$ cat config.mk
export PLATFORM = sky130hd
export DESIGN_NAME = nibble_unpacker
export DESIGN_NICKNAME = d
export VERILOG_FILES = /design/src/rtl/nup_pkg.sv /design/src/rtl/nup_rst_sync.sv /design/src/rtl/nup_lane_select.sv /design/src/rtl/nup_serializer.sv /design/src/rtl/nup_shift_ctl.sv /design/src/rtl/nibble_unpacker.sv
export SDC_FILE = /design/constraint.sdc
export NUM_CORES = 1
export LEC_CHECK = 0
export ABC_AREA = 1
export BUFFER_PORTS_ARGS = -buffer_cell sky130_fd_sc_hd__clkbuf_2
export CELL_PAD_IN_SITES_DETAIL_PLACEMENT = 1
export CELL_PAD_IN_SITES_GLOBAL_PLACEMENT = 1
export CORE_UTILIZATION = 38
export CTS_BUF_LIST = sky130_fd_sc_hd__clkbuf_2
export CTS_CLUSTER_DIAMETER = 80
export CTS_CLUSTER_SIZE = 30
export DETAILED_ROUTE_END_ITERATION = 8
export GPL_TIMING_DRIVEN = 0
export PLACE_DENSITY_LB_ADDON = 0.25
export SLEW_MARGIN = 0
export SYNTH_ARGS = -nofsm -noshare
export SYNTH_HDL_FRONTEND = slang
export SYNTH_SLANG_ARGS = --single-unit
$ cat constraint.sdc
create_clock -name clk -period 1 [get_ports clk]
set_input_delay 0.15 -clock clk [delete_from_list [all_inputs] [get_ports clk]]
set_output_delay 0.15 -clock clk [all_outputs]
set_load 0.02 [all_outputs]
$ cat src/rtl/nup_pkg.sv
package nup_pkg;
  typedef enum logic [1:0] {
    SEL_PLAIN = 2'd0,
    SEL_LOW   = 2'd1,
    SEL_HIGH  = 2'd2
  } sel_mode_e;
endpackage

$ cat src/rtl/nup_rst_sync.sv
module nup_rst_sync (
  input  logic clk,
  input  logic rst_n,
  output logic rst_q_n
);
  logic meta_q;
  logic hold_q;

  always_ff @(posedge clk or negedge rst_n) begin
    if (!rst_n) begin
      meta_q <= 1'b0;
      hold_q <= 1'b0;
    end else begin
      meta_q <= 1'b1;
      hold_q <= meta_q;
    end
  end

  assign rst_q_n = hold_q;
endmodule

$ cat src/rtl/nup_lane_select.sv
module nup_lane_select
  import nup_pkg::*;
#(
  parameter int NIB_W = 4,
  parameter int LANES = 4,
  localparam int BYTE_W = 2 * NIB_W,
  localparam int PORT_W = LANES * BYTE_W,
  localparam int WORD_W = LANES * NIB_W
) (
  input  logic [PORT_W-1:0] port_in,
  input  sel_mode_e         mode,
  output logic [WORD_W-1:0] word_out
);
  for (genvar g = 0; g < LANES; g++) begin : g_lane
    logic [NIB_W-1:0] upper_nib;
    logic [NIB_W-1:0] lower_nib;
    logic [NIB_W-1:0] plain_nib;

    // Upper and lower halves of byte g; plain mode reads the packed low word.
    assign upper_nib = port_in[g*BYTE_W + NIB_W +: NIB_W];
    assign lower_nib = port_in[g*BYTE_W +: NIB_W];
    assign plain_nib = port_in[g*NIB_W +: NIB_W];

    assign word_out[g*NIB_W +: NIB_W] =
        (mode == SEL_HIGH) ? upper_nib :
        (mode == SEL_LOW)  ? lower_nib : plain_nib;
  end
endmodule

$ cat src/rtl/nup_serializer.sv
module nup_serializer #(
  parameter int NIB_W = 4,
  parameter int LANES = 4,
  localparam int WORD_W = LANES * NIB_W,
  localparam int CNT_W = (LANES > 1) ? $clog2(LANES) : 1
) (
  input  logic              clk,
  input  logic              rst_n,
  input  logic              blank,
  input  logic              load,
  input  logic [WORD_W-1:0] word_in,
  output logic [NIB_W-1:0]  pix,
  output logic              vld,
  output logic [CNT_W-1:0]  idx
);
  localparam logic [CNT_W-1:0] LAST = CNT_W'(LANES - 1);
  localparam logic [CNT_W-1:0] ONE  = CNT_W'((LANES > 1) ? 1 : 0);

  logic [WORD_W-1:0] word_q, word_d;
  logic [CNT_W-1:0]  cnt_q, cnt_d;
  logic              busy_q, busy_d;
  logic [NIB_W-1:0]  pix_q, pix_d;
  logic              vld_q, vld_d;
  logic [CNT_W-1:0]  idx_q, idx_d;
  logic              upd_en;

  // The registers only move while there is something to do.
  assign upd_en = blank | load | busy_q | vld_q;

  always_comb begin
    word_d = word_q;
    cnt_d  = cnt_q;
    busy_d = busy_q;
    pix_d  = pix_q;
    vld_d  = vld_q;
    idx_d  = idx_q;
    if (blank) begin
      cnt_d  = '0;
      busy_d = 1'b0;
      pix_d  = '0;
      vld_d  = 1'b0;
      idx_d  = '0;
    end else if (load) begin
      word_d = word_in;
      pix_d  = word_in[NIB_W-1:0];
      vld_d  = 1'b1;
      idx_d  = '0;
      cnt_d  = ONE;
      busy_d = (LANES > 1);
    end else if (busy_q) begin
      pix_d  = word_q[int'(cnt_q)*NIB_W +: NIB_W];
      vld_d  = 1'b1;
      idx_d  = cnt_q;
      busy_d = (cnt_q != LAST);
      cnt_d  = (cnt_q == LAST) ? '0 : cnt_q + CNT_W'(1);
    end else begin
      pix_d  = '0;
      vld_d  = 1'b0;
      idx_d  = '0;
    end
  end

  always_ff @(posedge clk or negedge rst_n) begin
    if (!rst_n) begin
      word_q <= '0;
      cnt_q  <= '0;
      busy_q <= 1'b0;
      pix_q  <= '0;
      vld_q  <= 1'b0;
      idx_q  <= '0;
    end else if (upd_en) begin
      word_q <= word_d;
      cnt_q  <= cnt_d;
      busy_q <= busy_d;
      pix_q  <= pix_d;
      vld_q  <= vld_d;
      idx_q  <= idx_d;
    end
  end

  assign pix = pix_q;
  assign vld = vld_q;
  assign idx = idx_q;
endmodule

$ cat src/rtl/nup_shift_ctl.sv
module nup_shift_ctl #(
  parameter int LANES = 4,
  localparam int CNT_W = (LANES > 1) ? $clog2(LANES) : 1
) (
  input  logic             clk,
  input  logic             rst_n,
  input  logic             split_en,
  input  logic             flag,
  input  logic             blank,
  input  logic             vld,
  input  logic [CNT_W-1:0] idx,
  output logic             shift_req
);
  localparam logic [CNT_W-1:0] LAST = CNT_W'(LANES - 1);

  logic flag_q, flag_d;
  logic shift_q, shift_d;
  logic tail_req;
  logic split_req;

  // End of word: the last lane is on the output and the line is not blanked.
  assign tail_req  = vld & (idx == LAST) & ~blank;
  // Split transfer: the flag rises; blanking is deliberately ignored.
  assign split_req = split_en & flag & ~flag_q;

  always_comb begin
    flag_d  = flag;
    shift_d = tail_req | split_req;
  end

  always_ff @(posedge clk or negedge rst_n) begin
    if (!rst_n) begin
      flag_q  <= 1'b0;
      shift_q <= 1'b0;
    end else begin
      flag_q  <= flag_d;
      shift_q <= shift_d;
    end
  end

  assign shift_req = shift_q;
endmodule

$ cat src/rtl/nibble_unpacker.sv
module nibble_unpacker
  import nup_pkg::*;
#(
  parameter int NIB_W = 4,
  parameter int LANES = 4,
  localparam int PORT_W = LANES * 2 * NIB_W
) (
  input  logic              clk,
  input  logic              rst_n,
  input  logic              cfg_nib_en,
  input  logic              cfg_split_en,
  input  logic              sel_flag,
  input  logic              blank,
  input  logic              load,
  input  logic [PORT_W-1:0] pix_word,
  output logic [NIB_W-1:0]  pix_out,
  output logic              pix_valid,
  output logic              shift_req
);
  localparam int WORD_W = LANES * NIB_W;
  localparam int CNT_W  = (LANES > 1) ? $clog2(LANES) : 1;

  logic              rst_q_n;
  logic              nib_active;
  sel_mode_e         sel_mode;
  logic [WORD_W-1:0] packed_word;
  logic [CNT_W-1:0]  shown_idx;

  // Split transfer takes precedence over nibble mode.
  assign nib_active = cfg_nib_en & ~cfg_split_en;
  assign sel_mode   = !nib_active ? SEL_PLAIN :
                      (sel_flag ? SEL_HIGH : SEL_LOW);

  nup_rst_sync u_rst (
    .clk     (clk),
    .rst_n   (rst_n),
    .rst_q_n (rst_q_n)
  );

  nup_lane_select #(.NIB_W(NIB_W), .LANES(LANES)) u_sel (
    .port_in  (pix_word),
    .mode     (sel_mode),
    .word_out (packed_word)
  );

  nup_serializer #(.NIB_W(NIB_W), .LANES(LANES)) u_ser (
    .clk     (clk),
    .rst_n   (rst_q_n),
    .blank   (blank),
    .load    (load),
    .word_in (packed_word),
    .pix     (pix_out),
    .vld     (pix_valid),
    .idx     (shown_idx)
  );

  nup_shift_ctl #(.LANES(LANES)) u_shift (
    .clk       (clk),
    .rst_n     (rst_q_n),
    .split_en  (cfg_split_en),
    .flag      (sel_flag),
    .blank     (blank),
    .vld       (pix_valid),
    .idx       (shown_idx),
    .shift_req (shift_req)
  );
endmodule

==> qor.yml, run 1 <==
run_status: "finished, violations left"
failed_checks: "setup timing"
drive_gt1_frac: 0.344
signed_area_change_from_the_synthesized_netlist_to_the_final_layout_pct: 45.7
postLayoutSetupSlackWorst_ns: -0.122
worst-path-buf-inv: 2
setup_viol: 13
register_area_um2: 753
wl_um: 5490
multi_input_area_um2: 802
slew-limit-headroom: 0.581
antenna_violations_before_repair: 0
worst-path-max-fanout: 6
placement.io_buffers: 43
area_of_the_core_um2: 4000
grt_remaining_overflow: 0
wl_per_cell_um: 16.4
synth_fp_nets: 248
synthMostInstantiatedCell: "sky130_fd_sc_hd__nand2_1"
reg2reg_slack_ns: -0.12
fill_cells: 487
synth_largest_type_area_fraction: 0.477
routed_via_density: 5.05
grt_pass1_vias: 1791
wirelength_met1_um: 2350
synth_area_per_cell_um2: 7.56
timing.critical_path.cells: "buf_6 > inv_8 > nand2_2 > nand3_2 > nand3_2 > nand2_1 > nand2_1 > nand2_1"
critical_path.slowest_cell: "sky130_fd_sc_hd__dfrtp_1"
report.final.hold_viol_count: 0
hold_crit_endpoint: "u_ser.word_q[4]"
fin_skew_ns: 0.0191
yosysWarnings: 0
synth_async_sr_flop_share: 1.00
path_common_cell: "sky130_fd_sc_hd__nand2_1"
synth_top_area_cell: "sky130_fd_sc_hd__dfrtp_1"
maximum_number_of_pins_on_one_net_before_global_route_repair: 29
postSynthCellCount: 208
critPathRequiredTime_ns: 1.30
cts-root-to-sink-buffers: 2
routabilityCongestion: 0.801
worst_r2r_path_depth: 8
core.rowCount: 23
p_leak_uw: 0.00115
number_of_vias_after_detailed_routing: 1693
fmax_ghz: 0.891
cts.htree.levels: 2
synth.distinct_cells: 21
hold_worst_slack_ns: 0.00888
wl_met2_um: 2810
final.setup.tns_ns: -1.19
final_net_count: 324
synth_top_flop_cell: "sky130_fd_sc_hd__dfrtp_1"
io_pins: 45
worst_hold_startpoint: "pix_word[8]"
drt_first_iter_violations: 63
worst_setup_path_end_kind: "flop"
timing.hold.worst_path_depth: 3
maxUsedRoutingLayer: "met4"
dp_hpwl_um: 3270
worstSetupStartpointType: "flop"
dieArea_um2: 4400
clk_latency_ns: 0.40
number_of_nets_with_antenna_violations_after_routing: 0
grt_pass1_wl_um: 8560
drt_drc_violations_left: 0
synth_commonest_cells: "sky130_fd_sc_hd__nand2_1, sky130_fd_sc_hd__dfrtp_1, sky130_fd_sc_hd__nand3_1"
antenna-diode-count: 0
r2r_end: "u_ser.pix[0]"
clockRootBuffer: "sky130_fd_sc_hd__clkbuf_2"
crit_family: "flip-flops"
start_to_end_type_of_the_worst_setup_path: "reg -> reg"
total_standard_cell_area_after_synthesis_um2: 1570
worst_r2r_startpoint: "u_ser.cnt_q[0]"
drt_pre_antenna_iters: 4
drv_slew: 0
synth.ff_latch_count: 30
finalCriticalPeriod_ns: 1.12
number_of_synthesized_flops_with_an_enable_pin: 0
cell_types_with_the_largest_area_share_after_synthesis: "sky130_fd_sc_hd__dfrtp_1, sky130_fd_sc_hd__nand2_1, sky130_fd_sc_hd__nand3_1"
gr-usage-all-layers: 0.271
post_route_fraction_of_the_period_consumed_by_the_critical_path: 1.12
cts.reportedPaths.clkPinSlew_ns: 0.17
cts_sinks: 30
start_util: 0.393
crit_path_max_incr_delay_ns: 0.43
die_height_um: 66.3
cap_viol_max_count: 0
class_of_the_tightest_hold_or_removal_check: "in -> reg"
timing_worst_slew_pin_value_ns: 0.628
arrival_ns: 1.42
die_w_um: 66.3
grt_setup_unrepaired: "true"
sequential_fraction_of_the_synthesis_area: 0.477
cts_tree: "done"
cts-buffers-inserted: 5
max-vdd-ir-drop_uv: 772
routed-wl-met3_um: 191
power.density_nw_per_um2: 1250
==> through the flow <==
step	cells	total power [uW]	area, um2	util	setup slack, ns
6_report	335	2860	2290	0.573	-0.122
5_1_grt	335	3020	2290	0.573	-0.200
4_1_cts	333	2750	2170	0.542	-0.137
3_5_place_dp	301	2010	1860	0.464	-0.289
3_3_place_gp	301	1990	1860	0.464	-0.252
2_1_floorplan	208	1790	1580	-	0.0228
==> cell type report <==
type	count	share of cell area
multi-input cells	153	0.350
flip-flops and latches	30	0.329
repair buffers	68	0.215
inverters	18	0.0328
well taps	50	0.0273
plain buffers	7	0.0257
clock buffers	6	0.0131
clock inverters	2	0.00382
repair inverters	1	0.00382
==> where the power goes <==
| group | internal [uW] | switching (uW) |
|---|---|---|
| logic | 350 | 423 |
| clock network | 171 | 459 |
| registers | 1340 | 119 |
==> state kept, by name (all words and copies together), names as in the netlist, 2 cells and up <==
register and count:
u_ser.pix 4, u_ser.idx 2, u_ser.word_q 16, u_ser.cnt_q 2
==> cells by family after synthesis <==
kind of cell | Yosys count | share of synthesized area
other cells | 1 | 0.00238
fa+ha+maj | 1 | 0.00795
compound gates | 29 | 0.105
buf+inv | 25 | 0.0764
flops | 30 | 0.477
simple gates | 122 | 0.331
==> layout by cell type (no fill, tap or decap), types with 2 or more instances in the layout <==
cell type and n:
sky130_fd_sc_hd__nand2_4 2, sky130_fd_sc_hd__nand3_1 15, sky130_fd_sc_hd__nand2_2 9, sky130_fd_sc_hd__inv_2 6, sky130_fd_sc_hd__inv_1 11, sky130_fd_sc_hd__a21oi_1 12
sky130_fd_sc_hd__nand2_1 67, sky130_fd_sc_hd__dfrtp_2 2, sky130_fd_sc_hd__buf_4 6, sky130_fd_sc_hd__buf_6 9, sky130_fd_sc_hd__a31oi_1 12, sky130_fd_sc_hd__nor2_4 2
sky130_fd_sc_hd__dfrtp_1 28, sky130_fd_sc_hd__clkbuf_2 43, sky130_fd_sc_hd__buf_2 2, sky130_fd_sc_hd__nand3_2 12, sky130_fd_sc_hd__o21ai_1 3, sky130_fd_sc_hd__nor2_1 13
sky130_fd_sc_hd__dlygate4sd3_1 21
==> per-layer routing <==
layer	vias to the layer above	GRT usage
met5	-	0
met4	0	0.0984
met3	13	0.0586
met2	48	0.485
met1	804	0.314
li1	828	-
==> how the worst max path moves through the flow <==
stage / cells past startpoint / from / slack, ns / to
3_5_place_dp: 0 / u_rst.rst_q_n / -0.29 / u_ser.idx[0]
4_1_cts: 8 / u_ser.cnt_q[0] / -0.14 / u_ser.pix[1]
6_report: 8 / u_ser.cnt_q[0] / -0.12 / u_ser.pix[0]
3_3_place_gp: 0 / u_rst.rst_q_n / -0.25 / u_ser.pix[2]
5_1_grt: 8 / u_ser.cnt_q[0] / -0.20 / u_ser.pix[0]
2_1_floorplan: 8 / u_ser.cnt_q[0] / 0.02 / u_ser.pix[1]
==> tightest hold or removal path: stages <==
cell and delay [ns]:
sky130_fd_sc_hd__clkbuf_2 0.09, sky130_fd_sc_hd__nand2_1 0.06, sky130_fd_sc_hd__a31oi_1 0.09
==> repair_timing <==
item                                    in CTS  in global routing
pin swaps                                    6                  9
gates resized for setup                     16                 37
cloned                                       2                  0
hold endpoints to repair                    12                  2
endpoints found under the setup margin      41                 15
hold buffers                                19                  2
setup buffers                                3                  0
Power figures use the tool's default switching activity.
==> run 2: changes to the inputs <==
Settings changed: SYNTH_HIERARCHICAL from default to 1.
==> qor.yml, run 2 <==
run_status: "finished, violations left"
failed_checks: "setup timing"
placement.io_buffers: 44  # +2.3%
timing.critical_path.cells: "inv_1 > nand4_2 > nor2_1 > a21oi_2"
p_leak_uw: 0.00135  # +18%
number_of_nets_with_antenna_violations_after_routing: 0  # unchanged
synth.ff_latch_count: 30  # unchanged
post_route_fraction_of_the_period_consumed_by_the_critical_path: 1.13  # +0.00361
crit_path_max_incr_delay_ns: 0.44  # about the same
die_w_um: 71.1  # +7.3%
regMostFlops: "u_ser/word_q"
cts-root-to-sink-buffers: 2  # unchanged
wl_per_cell_um: 13.5  # -17%
start_to_end_type_of_the_worst_setup_path: "reg -> reg"
antenna-diode-count: 0  # unchanged
timing_worst_slew_pin_value_ns: 0.620  # -0.00868 ns
total_standard_cell_area_after_synthesis_um2: 1820  # +16%
synth_commonest_cells: "sky130_fd_sc_hd__nand2_1, sky130_fd_sc_hd__inv_1, sky130_fd_sc_hd__nand3_1"
multi_input_area_um2: 870  # +8.4%
grt_remaining_overflow: 0  # unchanged
grt_pass1_wl_um: 8590  # +0.33%
drt_first_iter_violations: 92  # +46%
synth_fp_nets: 308  # +24%
synthMostInstantiatedCell: "sky130_fd_sc_hd__nand2_1"
antenna_violations_before_repair: 0  # unchanged
cts.htree.levels: 2  # unchanged
drt_pre_antenna_iters: 6  # +2
cts_tree: "done"
utilization: 0.539  # -0.0339
synth_top_flop_cell: "sky130_fd_sc_hd__dfrtp_1"
slew-limit-headroom: 0.587  # +0.00579
postLayoutSetupSlackWorst_ns: -0.125  # -0.00361 ns
drt_drc_violations_left: 0  # unchanged
worst-path-buf-inv: 1  # -1
cell_types_with_the_largest_area_share_after_synthesis: "sky130_fd_sc_hd__dfrtp_1, sky130_fd_sc_hd__nand2_1, sky130_fd_sc_hd__inv_1"
setup_viol: 14  # +1
dp_hpwl_um: 3550  # +8.4%
cts_sinks: 30  # unchanged
hold_worst_slack_ns: 0.0550  # +0.0462 ns
drv_slew: 0  # unchanged
clockRootBuffer: "sky130_fd_sc_hd__clkbuf_2"
routed_via_density: 4.94  # -2.2%
most-common-layout-cells: "sky130_fd_sc_hd__nand2_1, sky130_fd_sc_hd__inv_1, sky130_fd_sc_hd__clkbuf_2"
signed_area_change_from_the_synthesized_netlist_to_the_final_layout_pct: 32.8
synth_top_area_cell: "sky130_fd_sc_hd__dfrtp_1"
fill_cells: 607  # +25%
cts.reportedPaths.clkPinSlew_ns: 0.17  # about the same
wl_um: 5200  # -5.2%
area_of_the_core_um2: 4470  # +12%
worstSetupStartpointType: "flop"
synth_async_sr_flop_share: 1.00  # unchanged
synth.distinct_cells: 21  # unchanged
fmax_ghz: 0.889  # -0.32%
crit_family: "flip-flops"
critical_path.slowest_cell: "sky130_fd_sc_hd__dfrtp_1"
cts-buffers-inserted: 5  # unchanged
die_height_um: 71.1  # +7.3%
sequential_fraction_of_the_synthesis_area: 0.413  # -0.0641
final_net_count: 371  # +15%
arrival_ns: 1.40  # -0.02 ns
critPathRequiredTime_ns: 1.28  # -0.02 ns
worst-path-max-fanout: 5  # -1
yosysWarnings: 6  # +6
register_area_um2: 753  # unchanged
class_of_the_tightest_hold_or_removal_check: "in -> reg"
fin_skew_ns: 0.0152  # -0.00381 ns
max-vdd-ir-drop_uv: 676  # -12%
power.density_nw_per_um2: 1200  # -4.2%
drive_gt1_frac: 0.307  # -0.0366
number_of_synthesized_flops_with_an_enable_pin: 0  # unchanged
maximum_number_of_pins_on_one_net_before_global_route_repair: 29  # unchanged
postSynthCellCount: 268  # +29%
gr-usage-all-layers: 0.222  # -0.0492
grt_setup_unrepaired: "true"
dieArea_um2: 5060  # +15%
start_util: 0.406  # +0.0129
number_of_vias_after_detailed_routing: 1898  # +12%
clk_latency_ns: 0.37  # -0.03 ns
io_pins: 45  # unchanged
worst_setup_path_end_kind: "flop"
synth_largest_type_area_fraction: 0.413  # -0.0641
core.rowCount: 24  # +4.3%
largest_register_ff_count: 16  # unchanged
cap_viol_max_count: 0  # unchanged
grt_pass1_vias: 1993  # +11%
routabilityCongestion: 0.752  # -6.1%
synth_area_per_cell_um2: 6.78  # -10%
final_common_cell: "sky130_fd_sc_hd__nand2_1"
finalCriticalPeriod_ns: 1.13  # +0.00361 ns
report.final.hold_viol_count: 0  # unchanged
[run 2: cell types whose count changed after synthesis, sizes merged, moves of 2 or more]
cell | previous run | this run
o21ai | 3 | 23
a21oi | 12 | 4
inv | 18 | 57
nand3 | 28 | 33
nand2 | 78 | 93
a31oi | 12 | 0
buf | 7 | 9
nor2 | 16 | 12
[run 2: path summary, 6_finish.rpt]
| path | to | from | slack [ns] | depth (start not counted) |
|---|---|---|---|---|
| worst max-delay path | u_ser/pix[3] | u_ser/vld | -0.13 | 4 |
| worst min-delay path | u_shift/shift_req | sel_flag | 0.06 | 3 |
| worst max register to register | u_ser/pix[3] | u_ser/vld | -0.13 | 4 |
| worst min register to register | u_ser/pix[1] | u_rst/rst_q_n | 0.29 | 0 |
| max in group asynchronous | u_ser/cnt_q[1] | u_rst/rst_q_n | 0.26 | 0 |
| min in group asynchronous | u_rst/rst_q_n | rst_n | 0.10 | 2 |
[run 2: per-stage QoR]
stage          setup TNS, ns  std cells  power (uW)  instance area [um2]  worst slack [ns]
3_5_place_dp          -14.80        364        2130                 2150            -0.528
6_report               -1.10        384        2890                 2410            -0.125
5_1_grt                -2.15        384        3090                 2410            -0.211
4_1_cts               -0.871        378        2810                 2300            -0.103
3_3_place_gp          -14.00        364        2100                 2150            -0.472
2_1_floorplan         -0.244        268        1880                 1860           -0.0708
[run 2: cell families after synthesis]
| logic type | after synthesis | synth area share |
|---|---|---|
| compound gates | 29 | 0.0813 |
| fa+ha+maj | 1 | 0.00689 |
| buf+inv | 67 | 0.163 |
| flops | 30 | 0.413 |
| other cells | 1 | 0.00206 |
| simple gates | 140 | 0.334 |
[run 2: final cells by class]
cell class,instances,share of cell area
Timing Repair Buffer,55,0.145
Clock inverter,2,0.00363
Inverter,57,0.0996
Buffer,10,0.0394
Multi-Input combinational cell,172,0.360
Tap cell,52,0.0270
Sequential cell,30,0.312
Clock buffer,6,0.0124
[run 2: what timing repair did]
| action | in CTS | in global routing |
|---|---|---|
| resized for setup | 22 | 29 |
| gates cloned | 1 | 2 |
| pin swaps | 4 | 8 |
| hold buffers | 2 | 0 |
| setup buffers | 3 | 4 |
| hold endpoints to repair | 3 | 0 |
| endpoints found under the setup margin | 42 | 20 |
[run 2: report_power, final]
part / switching, uW / internal (uW) / leakage [uW]
Clock: 440 / 172 / 0.0000304
Combinational: 483 / 364 / 0.000950
Sequential: 80.7 / 1350 / 0.000373
[run 2: worst register-to-register path, delay by kind of cell (launching register included)]
family                 cells  cell delay (ns)
buffers and inverters      1             0.17
flip-flops                 1             0.44
AND/OR/NAND/NOR            2             0.39
AO/OA/AOI/OAI              1             0.04
[run 2: metal layers]
| metal | track usage | vias up | share of wire |
|---|---|---|---|
| met3 | 0.0598 | 2 | 0.040 |
| met5 | 0 | - | 0 |
| met1 | 0.256 | 922 | 0.44 |
| met4 | 0.0489 | 0 | 0.0031 |
| li1 | - | 938 | - |
| met2 | 0.407 | 36 | 0.52 |
==> run 3: changes to the inputs <==
Settings changed: CORE_UTILIZATION 38 to 41.
Clock period 1 ns to 1.4 ns, I/O delays scaled along.
==> qor.yml, run 3 (same netlist as run 2, synthesis figures left out) <==
run_status: "complete, no violations"
post_route_fraction_of_the_period_consumed_by_the_critical_path: 0.923  # -0.202
wl_um: 4570  # -12%
relative_contribution_of_combinational_cells_to_total_power: 0.253  # -0.040
clock_power_share: 0.211  # about the same
number_of_vias_after_detailed_routing: 1759  # -7.3%
placed_area_um2: 2100  # -2.3%
report.final.hold_viol_count: 0  # unchanged
placement.io_buffers: 44  # unchanged
cts.htree.levels: 2  # unchanged
area_of_the_core_um2: 4120  # -8.0%
die_w_um: 68.6  # -3.6%
power.density_nw_per_um2: 879  # -27%
worst_setup_path_end_kind: "flop"
die_height_um: 68.6  # -3.6%
regMostFlops: "u_ser/word_q"
clk_latency_ns: 0.35  # -0.02 ns
drt_pre_antenna_iters: 4  # -2
net_switching_power_uw: 615  # -39%
grt_remaining_overflow: 0  # unchanged
worst-path-max-fanout: 6  # +1
seq_power_share: 0.536  # +0.041
largest_register_ff_count: 16  # unchanged
met2_usage: 0.379  # -0.0287
start_to_end_type_of_the_worst_setup_path: "reg -> reg"
max-vdd-ir-drop_uv: 246  # -64%
clockRootBuffer: "sky130_fd_sc_hd__clkbuf_2"
slew-limit-headroom: 0.249  # -0.338
switching_share: 0.325  # -0.0222
grt_setup_unrepaired: "false"
global_route.usage.met1: 0.280  # +0.0236
utilization: 0.522  # -0.0168
routabilityCongestion: 0.780  # +3.6%
class_of_the_tightest_hold_or_removal_check: "in -> reg"
hold_worst_slack_ns: 0.0311  # -0.0239 ns
number_of_nets_with_antenna_violations_after_routing: 0  # unchanged
antenna-diode-count: 0  # unchanged
final_area_um2: 2150  # -11%
cts-buffers-inserted: 5  # unchanged
cts.reportedPaths.clkPinSlew_ns: 0.15  # -0.02 ns
timing.hold.worst_path_depth: 1  # -2
met3_usage: 0.0296  # -0.0302
worstSetupStartpointType: "flop"
fmax_ghz: 0.774  # -13%
wl_per_cell_um: 12.3  # -8.8%
drt_first_iter_violations: 74  # -20%
grt_pass1_wl_um: 7470  # -13%
most-common-layout-cells: "sky130_fd_sc_hd__nand2_1, sky130_fd_sc_hd__inv_1, sky130_fd_sc_hd__clkbuf_2"
cap_viol_max_count: 0  # unchanged
routed_via_density: 4.75  # -3.8%
signed_area_change_from_the_synthesized_netlist_to_the_final_layout_pct: 18.3
grt_pass1_vias: 1712  # -14%
arrival_ns: 1.56  # +0.16 ns
cts-root-to-sink-buffers: 2  # unchanged
drv_slew: 0  # unchanged
finalCriticalPeriod_ns: 1.29  # +0.167 ns
antenna_violations_before_repair: 0  # unchanged
drt_drc_violations_left: 0  # unchanged
dieArea_um2: 4700  # -7.1%
worst_r2r_path_depth: 6  # +2
io_pins: 45  # unchanged
timing_worst_slew_pin_value_ns: 1.13  # +0.507 ns
internal_power_uw: 1280  # -32%
dp_hpwl_um: 3660  # +3.2%
gr-usage-all-layers: 0.220  # -0.00180
core.rowCount: 23  # -4.2%
start_util: 0.441  # +0.0354
p_leak_uw: 0.00128  # -5.4%
maximum_number_of_pins_on_one_net_before_global_route_repair: 29  # unchanged
cts_post_setup_buffers_inserted: 0  # -3
final_net_count: 360  # -3.0%
fin_skew_ns: 0.0136  # -0.00161 ns
final_common_cell: "sky130_fd_sc_hd__nand2_1"
drive_gt1_frac: 0.238  # -0.0697
cts_tree: "done"
grt_most_used_layer: "met2"
cts_sinks: 30  # unchanged
setup_viol: 0  # -14
reg2reg_slack_ns: 0.11  # +0.23 ns
critPathRequiredTime_ns: 1.67  # +0.39 ns
==> run 3: final timing paths <==
path,start,endpoint
hold / removal,sel_flag,u_shift/flag_q
setup reg to reg,u_ser/busy_q,u_ser/pix[1]
max in group asynchronous,u_rst/rst_q_n,u_shift/shift_req
min in group asynchronous,rst_n,u_rst/rst_q_n
hold reg to reg,u_rst/meta_q,u_rst/rst_q_n
setup / recovery,u_ser/busy_q,u_ser/pix[1]
==> run 3: power groups by stage <==
stage / Combinational [uW] / Sequential, uW / Clock [uW]
5_1_grt: 553 / 1030 / 441
6_report: 479 / 1010 / 398
4_1_cts: 482 / 1010 / 413
3_5_place_dp: 476 / 1030 / 0
3_3_place_gp: 456 / 1020 / 0
2_1_floorplan: 296 / 1040 / 0
==> run 3: layer usage <==
layer  vias to the layer above  part of all wire
met3                         4             0.029
met2                        41              0.49
li1                        911                 -
met4                         0             0.012
met5                         -                 0
met1                       803              0.47
==> run 3: stage by stage <==
step | TNS, ns | setup slack, ns | power [uW] | std cells
2_1_floorplan | 0 | 0.111 | 1330 | 268
6_report | 0 | 0.107 | 1890 | 370
5_1_grt | 0 | 0.0129 | 2020 | 370
3_5_place_dp | -1.60 | -0.225 | 1510 | 362
3_3_place_gp | -0.834 | -0.162 | 1480 | 362
4_1_cts | 0 | 0.106 | 1910 | 370
==> run 3: area by class of cell <==
type | count | area, um2
Sequential cell | 30 | 751
Multi-Input combinational cell | 171 | 776
Tap cell | 50 | 62.6
Clock buffer | 7 | 35.0
Timing Repair Buffer | 45 | 230
Fill cell | 569 | 1970
Buffer | 10 | 81.3
Inverter | 57 | 214
==> run 3: worst max-delay path, stage by stage, from the launching register on <==
cell	delay [ns]
sky130_fd_sc_hd__dfrtp_1	0.35
sky130_fd_sc_hd__inv_1	0.06
sky130_fd_sc_hd__nor2_1	0.22
sky130_fd_sc_hd__inv_1	0.12
sky130_fd_sc_hd__nor2_2	0.22
sky130_fd_sc_hd__nand2_1	0.10
sky130_fd_sc_hd__a21oi_1	0.14
==> run 3: what timing repair did <==
item,in CTS,in global routing
hold buffers,1,0
resized for setup,0,2
setup endpoints to repair,0,3
endpoints found under the hold margin,2,0
